[src/rtl/i2cscs_pkg.sv]
package i2cscs_pkg;
    localparam int REG_W     = 8;
    localparam int STOP_POS  = 1;
    localparam int IE_POS    = 0;
    localparam int NUM_FLAGS = 5;
    localparam int FLG_START = 0;
    localparam int FLG_BTF   = 1;
    localparam int FLG_HDR10 = 2;
    localparam int FLG_ADDR  = 3;
    localparam int FLG_ACK   = 4;

    typedef struct packed {
        logic [REG_W-1:0] bits;
    } ctrl_state_t;

    typedef struct packed {
        logic rel;
    } rel_state_t;
endpackage

[src/rtl/i2cscs_ctrl_reg.sv]
module i2cscs_ctrl_reg
    import i2cscs_pkg::*;
(
    input  logic             clk,
    input  logic             rst_n,
    input  logic             wr_en,
    input  logic [REG_W-1:0] wr_data,
    input  logic             periph_en,
    input  logic             master_mode,
    input  logic             stop_sent,
    output logic [REG_W-1:0] ctrl_q,
    output logic             stop_q,
    output logic             stop_d,
    output logic             ie_q
);
    ctrl_state_t st_q, st_d;

    always_comb begin
        st_d = st_q;
        if (master_mode && st_q.bits[STOP_POS] && stop_sent)
            st_d.bits[STOP_POS] = 1'b0;
        if (wr_en)
            st_d.bits = wr_data;
        if (!periph_en)
            st_d.bits[STOP_POS] = 1'b0;
    end

    always_ff @(posedge clk or negedge rst_n) begin
        if (!rst_n) st_q <= '0;
        else        st_q <= st_d;
    end

    assign ctrl_q = st_q.bits;
    assign stop_q = st_q.bits[STOP_POS];
    assign stop_d = st_d.bits[STOP_POS];
    assign ie_q   = st_q.bits[IE_POS];

    // master hardware clear after Stop sent
    p_hw_clear_r4: assert property (@(posedge clk) disable iff (!rst_n)
        (master_mode && stop_q && stop_sent && !wr_en) |=> !stop_q);
    // stop_sent leaves the byte alone in slave mode
    p_slave_ignore_r5: assert property (@(posedge clk) disable iff (!rst_n)
        (stop_sent && !master_mode && !wr_en && periph_en) |=> ctrl_q == $past(ctrl_q));
    // no hardware clear in slave mode
    p_slave_keep_r6: assert property (@(posedge clk) disable iff (!rst_n)
        (!wr_en && !master_mode && periph_en && stop_q) |=> stop_q);
    // disable forces stop off, enable bit kept
    p_en_force_r7: assert property (@(posedge clk) disable iff (!rst_n)
        !periph_en |=> !stop_q);
    p_ie_keep_r7: assert property (@(posedge clk) disable iff (!rst_n)
        !wr_en |=> ie_q == $past(ie_q));
    // write beats a same-cycle clear
    p_write_wins_r10: assert property (@(posedge clk) disable iff (!rst_n)
        (wr_en && periph_en) |=> ctrl_q == $past(wr_data));
endmodule

[src/rtl/i2cscs_release.sv]
module i2cscs_release
    import i2cscs_pkg::*;
(
    input  logic clk,
    input  logic rst_n,
    input  logic periph_en,
    input  logic master_mode,
    input  logic stop_q,
    input  logic stop_d,
    input  logic byte_done,
    output logic release_q
);
    rel_state_t st_q, st_d;
    logic arm;

    always_comb begin
        arm      = periph_en && !master_mode && stop_q && byte_done;
        st_d.rel = stop_d && (st_q.rel || arm);
    end

    always_ff @(posedge clk or negedge rst_n) begin
        if (!rst_n) st_q <= '0;
        else        st_q <= st_d;
    end

    assign release_q = st_q.rel;

    // slave release follows a finished byte and needs stop set
    p_rel_set_r6: assert property (@(posedge clk) disable iff (!rst_n)
        (periph_en && !master_mode && stop_q && byte_done && stop_d) |=> release_q);
    p_rel_needs_stop_r6: assert property (@(posedge clk) disable iff (!rst_n)
        release_q |-> stop_q);
endmodule

[src/rtl/i2cscs_flag_gate.sv]
module i2cscs_flag_gate
    import i2cscs_pkg::*;
(
    input  logic                 clk,
    input  logic                 rst_n,
    input  logic [NUM_FLAGS-1:0] flags,
    input  logic                 periph_en,
    input  logic                 master_mode,
    input  logic                 stop_q,
    input  logic                 ie_q,
    input  logic                 release_q,
    output logic                 stop_gen,
    output logic                 scl_hold_low,
    output logic                 irq
);
    logic any_pending;
    logic stop_point;

    always_comb begin
        any_pending  = |flags;
        stop_point   = flags[FLG_START] | flags[FLG_BTF];
        stop_gen     = periph_en && master_mode && stop_q && stop_point;
        scl_hold_low = periph_en && any_pending && !release_q;
        irq          = ie_q && any_pending;
    end

    // stop request only in enabled master mode
    p_gen_mode_r3: assert property (@(posedge clk) disable iff (!rst_n)
        stop_gen |-> (master_mode && periph_en && stop_q));
    // release suppresses stretching
    p_hold_rel_r8: assert property (@(posedge clk) disable iff (!rst_n)
        release_q |-> !scl_hold_low);
    // no interrupt without enable
    p_irq_gate_r9: assert property (@(posedge clk) disable iff (!rst_n)
        !ie_q |-> !irq);
endmodule

[src/rtl/i2c_stop_stretch_ctrl.sv]
module i2c_stop_stretch_ctrl
    import i2cscs_pkg::*;
(
    input  logic                 clk,
    input  logic                 rst_n,
    input  logic                 wr_en,
    input  logic [REG_W-1:0]     wr_data,
    output logic [REG_W-1:0]     rd_data,
    input  logic                 periph_en,
    input  logic                 master_mode,
    input  logic [NUM_FLAGS-1:0] status_flags,
    input  logic                 stop_sent,
    output logic                 stop_gen,
    output logic                 line_release,
    output logic                 scl_hold_low,
    output logic                 irq
);
    logic stop_q, stop_d, ie_q, release_q;

    i2cscs_ctrl_reg u_reg (
        .clk(clk), .rst_n(rst_n), .wr_en(wr_en), .wr_data(wr_data),
        .periph_en(periph_en), .master_mode(master_mode), .stop_sent(stop_sent),
        .ctrl_q(rd_data), .stop_q(stop_q), .stop_d(stop_d), .ie_q(ie_q)
    );

    i2cscs_release u_rel (
        .clk(clk), .rst_n(rst_n), .periph_en(periph_en), .master_mode(master_mode),
        .stop_q(stop_q), .stop_d(stop_d), .byte_done(status_flags[FLG_BTF]),
        .release_q(release_q)
    );

    i2cscs_flag_gate u_gate (
        .clk(clk), .rst_n(rst_n), .flags(status_flags), .periph_en(periph_en),
        .master_mode(master_mode), .stop_q(stop_q), .ie_q(ie_q),
        .release_q(release_q), .stop_gen(stop_gen),
        .scl_hold_low(scl_hold_low), .irq(irq)
    );

    assign line_release = release_q;
endmodule

[config.mk]
export PLATFORM = sky130hd
export DESIGN_NAME = i2c_stop_stretch_ctrl
export DESIGN_NICKNAME = d
export VERILOG_FILES = /design/src/rtl/i2cscs_pkg.sv /design/src/rtl/i2cscs_ctrl_reg.sv /design/src/rtl/i2cscs_release.sv /design/src/rtl/i2cscs_flag_gate.sv /design/src/rtl/i2c_stop_stretch_ctrl.sv
export SDC_FILE = /design/constraint.sdc
export NUM_CORES = 1
export LEC_CHECK = 0
export CAP_MARGIN = 40
export CORE_AREA = 2 2 39 41
export CTS_BUF_LIST = sky130_fd_sc_hd__clkbuf_16
export DETAILED_ROUTE_END_ITERATION = 6
export DIE_AREA = 0 0 41 43
export GPL_ROUTABILITY_DRIVEN = 0
export HOLD_SLACK_MARGIN = 0.05
export PLACE_DENSITY = 0.74
export SLEW_MARGIN = 20
export SYNTH_ARGS = -nofsm -noshare
export SYNTH_HDL_FRONTEND = slang
export SYNTH_SLANG_ARGS = --single-unit
[constraint.sdc]
create_clock -name clk -period 2.15 [get_ports clk]
set_input_delay 0.645 -clock clk [delete_from_list [all_inputs] [get_ports clk]]
set_output_delay 0.645 -clock clk [all_outputs]
set_load 0.005 [all_outputs]
==> results_dict.tcl, run 1 <==
set metrics [dict create \
    ctsHoldBuffers 0 \
    dp_hpwl_um 754 \
    regArea_um2 225 \
    io-pin-count 31 \
    wl_per_cell_um 11.4 \
    postRouteAntennaNets 0 \
    regToRegSetupSlack_ns 1.18 \
    port_buffers 30 \
    yosys_warnings 0 \
    holdWs_ns 0.500 \
    overflow 0 \
    ys_seq_area_share_pct 56.1 \
    end_kind "output pin" \
    die_w_um 41 \
    max_freq_mhz 440 \
    cp.arrival_ns 1.63 \
    required_ns 1.50 \
    use_met3_pct 3.66 \
    grt_pass1_wl_um 1300 \
    slew_viol_final 0 \
    clk_latency_ns 0.23 \
    fin_crit_sh_pct 106 \
    crit_fanout 2 \
    path_common_cell "buf_6" \
    final_cell_count_no_fill 82 \
    criticalPathCategory "in2out" \
    synth_cell_type_count 13 \
    area_delta_synth_final_pct 102 \
    drc_errors 0 \
    grt_pass1_vias 366 \
    met2_usage_pct 20.3 \
    fill_cells 124 \
    numCtsBuffers 3 \
    crit_slowest_cell "or4_4" \
    via_count 372 \
    yosys_register_bits 9 \
    clk_path_buf_depth 2 \
    setup_viol 2 \
    synthCells 30 \
    cp_cell_sequence "buf_6 > or4_4 > nor2_4 > buf_6 > nor2b_1 > buf_2" \
    cp-start-kind "input pin" \
    hold_class "reg2reg" \
    num_rows 14 \
    wirelength_um 936 \
    coreArea_mm2 0.00138 \
    dp.cells 76 \
    syn_nets 49 \
    vias_per_cell 4.54 \
    drtIter0Drc 1 \
    crit_path_max_incr_delay_ns 0.53 \
    avgSynthCellArea_um2 13.4 \
    r2r_start "u_reg.ctrl_q[1]" \
    syn-cell-area_um2 402 \
    dr.pass1.iters 2 \
    status "finished, violations left" \
    grt-busiest-layer "met2" \
    numClockSinks 9 \
    cts_root_buffer "clkbuf_16" \
    hold-path-endpoint "u_reg.ctrl_q[7]" \
    power.leakage_nw 0.357 \
    min-delay-start "u_reg.ctrl_q[7]" \
    n_antenna_cell 0 \
    die_y_um 43 \
    r2r_cells 3 \
    finalInstanceArea_um2 810 \
    initial_core_util_pct 29.0 \
    tightest_slew_ns 0.395 \
    htreeDepth 1 \
    cts_tree "built" \
    nets 86 \
    finalHoldViolCount 0 \
    place_area_um2 724 \
    use_met1_pct 9.49 \
    cellPowerDensity_mw_per_mm2 749 \
    die-area_mm2 0.00176 \
    setup_ws_ns -0.125 \
    min_path_cells 1 \
    antenna_found_initial 0 \
    multiInputGateArea_um2 164 \
    clkTransAtPathRegs_ns 0.04 \
    r2r_end "u_rel.release_q" \
    slew-limit-headroom_pct 73.6 \
    ir_drop_v 0.000468 \
    finalClockSkew_ns 0.0000127 \
    drive_gt1_share_pct 36.4 \
    grt_max_degree 10 \
    grtUsageTotal_pct 10.8 \
    place_ws_ns -0.716 \
    maxCapViolations 0 \
    fin_crit_ns 2.27 \
    violations "negative setup slack" \
    rsz0062_at_grt "true" \
]
-- cells in the mapped netlist --
cell | number | area (µm²)
nor2b_1 | 2 | 12.5
a21boi_0 | 1 | 7.51
a31oi_1 | 1 | 6.26
mux2_2 | 7 | 78.8
or4_1 | 1 | 7.51
inv_1 | 1 | 3.75
o2111a_1 | 1 | 11.3
dfrtp_1 | 9 | 225
nor2_1 | 1 | 3.75
nor3b_1 | 2 | 15.0
buf_4 | 2 | 15.0
buf_2 | 1 | 5.00
mux2i_1 | 1 | 10.0
-- kinds of logic (layout without fill, tap and decap cells) --
logic type | Yosys count | in the layout | synth area share [%]
DFF | 9 | 9 | 56.1
AOI/OAI and AO/OA | 3 | 3 | 6.23
buffers and inverters | 4 | 40 | 5.92
and+or+nand+nor | 6 | 6 | 9.66
muxes | 8 | 8 | 22.1
-- stage by stage --
step | utilization, % | power (mW) | TNS [ns]
floorplan | - | 0.223 | 0
global placement | 52.4 | 0.296 | -1.74
detailed placement | 52.4 | 0.299 | -1.84
CTS | 58.2 | 0.613 | -0.227
global route | 58.5 | 0.636 | -0.254
finish | 58.5 | 0.607 | -0.179
-- layout by cell type (no fill, tap or decap) --
cell,Yosys,final
mux2i_1,1,1
nor2b_1,2,2
inv_1,1,2
or4_4,0,1
nor2_4,0,1
a31oi_1,1,1
clkdlybuf4s50_1,0,22
o2111a_1,1,1
nor3b_1,2,2
dfrtp_1,9,9
buf_4,2,4
buf_6,0,3
dlygate4sd2_1,0,1
a21boi_0,1,1
clkbuf_16,0,3
clkbuf_2,0,1
buf_2,1,4
mux2_2,7,7
-- flip-flops by register name, indices dropped and copies added (netlist names) --
name	cells
u_reg.ctrl_q	8
u_rel.release_q	1
-- worst max-delay path by stage --
stage / from / end / slack, ns / depth (start not counted)
finish: status_flags[0] / irq / -0.12 / 6
detailed placement: status_flags[2] / irq / -0.72 / 5
global route: status_flags[0] / irq / -0.16 / 6
CTS: status_flags[4] / irq / -0.15 / 6
floorplan: status_flags[2] / scl_hold_low / 0.17 / 3
global placement: status_flags[2] / irq / -0.67 / 5
-- repair_timing --
item                                    CTS  global route
gates resized for setup                  28             3
buffers inserted                          1             1
endpoints found under the setup margin    3             3
pin swaps                                 2             2
-- report_power, final --
group          switching, mW  internal [mW]
combinational         0.0276         0.0731
clock                 0.0718          0.242
sequential           0.00745          0.185
total                  0.107          0.500
-- routing by layer --
| layer | wire length, µm | share of wire (%) |
|---|---|---|
| met1 | 364 | 39 |
| met2 | 473 | 51 |
| met3 | 98 | 10 |
| met4 | 0 | 0 |
| met5 | 0 | 0 |
-- area by class of cell --
cell class / instances / area share, %
sequential: 9 / 27.8
timing repair buffer: 35 / 39.3
tap: 16 / 2.47
clock inverter: 1 / 0.464
multi-input combinational: 17 / 20.2
clock buffer: 3 / 9.27
inverter: 1 / 0.464
-- worst max-delay path: cells and delay by family --
family | cells | cell delay, ns
buf+inv | 3 | 0.30
simple gates | 3 | 0.67
(Power assumes the default switching activity.)
==> inputs of run 2 (changes only) <==
- GPL_TIMING_DRIVEN: default -> 0
==> run 2 against run 1 <==
  * The run still ends with negative setup slack left
  * Design area shrank 0.15%
  * Maximum frequency shrank 0.49%
  * Global-route usage grew 1.9 points
  * Clock skew is essentially flat
  * Non-clock buffer count shrank 1
  * Power grew 0.34%
  * Wire length grew 7.5%
  * Highest routed layer unchanged
  * Clock-buffer cell count is the same
  * Combinational power is essentially flat
  * Worst setup slack lost 0.011 ns
  * Via count grew 0.54%
  * Critical path type unchanged
  * Core utilization shrank 0.090 points
==> results_dict.tcl, run 2 (same netlist as run 1, synthesis figures left out) <==
set metrics [dict create \
    die-area_mm2 0.00176 \
    violations "negative setup slack" \
    htreeDepth 1 \
    cellPowerDensity_mw_per_mm2 753 \
    ctsHoldBuffers 0 \
    required_ns 1.50 \
    via_count 374 \
    grt_max_degree 10 \
    utilization_pct 58.4 \
    grt_pass1_wl_um 1490 \
    final_cell_count_no_fill 81 \
    crit_slowest_cell "or4_4" \
    area_delta_synth_final_pct 101 \
    switching_share_pct 17.9 \
    setup_ws_ns -0.136 \
    dr.pass1.iters 2 \
    n_antenna_cell 0 \
    drc_errors 0 \
    hold-path-endpoint "u_reg.ctrl_q[5]" \
    cts_tree "built" \
    power_frac_seq_pct 31.6 \
    num_rows 14 \
    finalClockSkew_ns 0.0000450 \
    nets 85 \
    path_common_cell "buf_6" \
    regArea_um2 225 \
    power_switching_uw 109 \
    r2r_start "u_reg.ctrl_q[1]" \
    grtUsageTotal_pct 12.7 \
    wirelength_um 1010 \
    fin_crit_sh_pct 106 \
    cp_cell_sequence "buf_6 > or4_4 > nor2_4 > buf_6 > nor3b_2 > buf_2" \
    antenna_found_initial 0 \
    cts_root_buffer "clkbuf_16" \
    crit_path_max_incr_delay_ns 0.53 \
    die_y_um 43 \
    r2r_end "u_rel.release_q" \
    min-delay-start "u_reg.ctrl_q[5]" \
    clkPwrFrac_pct 51.9 \
    initial_core_util_pct 29.0 \
    slew-limit-headroom_pct 73.3 \
    setup_viol 2 \
    place_ws_ns -0.734 \
    max_freq_mhz 438 \
    tightest_slew_ns 0.399 \
    ir_drop_v 0.000541 \
    cp.arrival_ns 1.64 \
    overflow 0 \
    power.leakage_nw 0.360 \
    die_w_um 41 \
    port_buffers 29 \
    finalHoldViolCount 0 \
    power_frac_comb_pct 16.6 \
    dp_hpwl_um 773 \
    drtIter0Drc 1 \
    multiInputGateArea_um2 169 \
    grt_pass1_vias 381 \
    layout_commonest_cell "clkdlybuf4s50_1" \
    wl_per_cell_um 12.4 \
    cp-start-kind "input pin" \
    clk_path_buf_depth 2 \
    maxCapViolations 0 \
    end_kind "output pin" \
    min_path_cells 1 \
    rsz0062_at_grt "true" \
    dp.cells 75 \
    vias_per_cell 4.62 \
    io-pin-count 31 \
    crit_fanout 2 \
    status "finished, violations left" \
    clkTransAtPathRegs_ns 0.04 \
    finalSetupTns_ns -0.184 \
    coreArea_mm2 0.00138 \
    largest_reg_flops 8 \
    slew_viol_final 0 \
    postRouteAntennaNets 0 \
    layout_common_cells "20 x clkdlybuf4s50_1, 9 x dfrtp_1, 7 x mux2_2, 5 x buf_2" \
    clk_latency_ns 0.23 \
    numClockSinks 9 \
    regToRegSetupSlack_ns 1.20 \
    fin_crit_ns 2.29 \
    numCtsBuffers 3 \
    intPower_uw 500 \
    fill_cells 133 \
    r2r_cells 3 \
    criticalPathCategory "in2out" \
    hold_class "reg2reg" \
    drive_gt1_share_pct 38.5 \
]
## run 2: cell count changes in the layout (fill, tap and decap cells not counted), sizes merged
cell,delta
clkdlybuf4s50,-2
clkdlybuf4s15,+2
clkbuf,-1
## run 2: worst max-delay path, delay by kind of cell
kind,cells,cell delay (ns)
simple gates,3,0.67
buf+inv,3,0.31
## run 2: how the worst max path moves through the flow
stage	cells after the start	start	slack, ns	end
detailed placement	5	status_flags[1]	-0.73	scl_hold_low
CTS	6	status_flags[4]	-0.15	scl_hold_low
global route	6	status_flags[0]	-0.16	scl_hold_low
finish	6	status_flags[0]	-0.14	scl_hold_low
global placement	5	status_flags[1]	-0.71	scl_hold_low
floorplan	3	status_flags[2]	0.17	scl_hold_low
## run 2: per-stage QoR
stage               cell area [µm²]  hold WS (ns)  power, mW
floorplan                       402         0.349      0.223
global placement                712         0.492      0.295
detailed placement              712         0.496      0.299
CTS                             800         0.504      0.614
global route                    808         0.526      0.635
finish                          808         0.498      0.609
## run 2: layout make-up
type | instances | share of cell area (%)
repair buffers | 31 | 36.1
flip-flops and latches | 9 | 27.9
multi-input cells | 17 | 20.9
clock buffers | 3 | 9.29
plain buffers | 3 | 2.48
well taps | 16 | 2.48
clock inverters | 1 | 0.464
inverters | 1 | 0.464
## run 2: power groups by stage
stage	Combinational [mW]	Sequential, mW	Clock [mW]
after floorplan	0.0281	0.195	0
after global placement	0.101	0.194	0
after detailed placement	0.104	0.195	0
after CTS	0.101	0.193	0.321
after global routing	0.110	0.194	0.331
final	0.101	0.192	0.316
## run 2: per-layer routing
layer | track usage, % | share of wire (%) | up-vias
met2 | 21.9 | 53 | 21
met1 | 12.8 | 35 | 178
met3 | 4.19 | 12 | 0
met5 | 0 | 0 | -
li1 | - | - | 175
met4 | 6.00 | 0 | 0
## run 2: what timing repair did
item                                   4_1_cts  5_1_grt
setup endpoints to repair                    3        2
pin swaps                                    3        2
buffers inserted                             1        1
gates resized for setup                     32        2
endpoints found under the hold margin        0        0
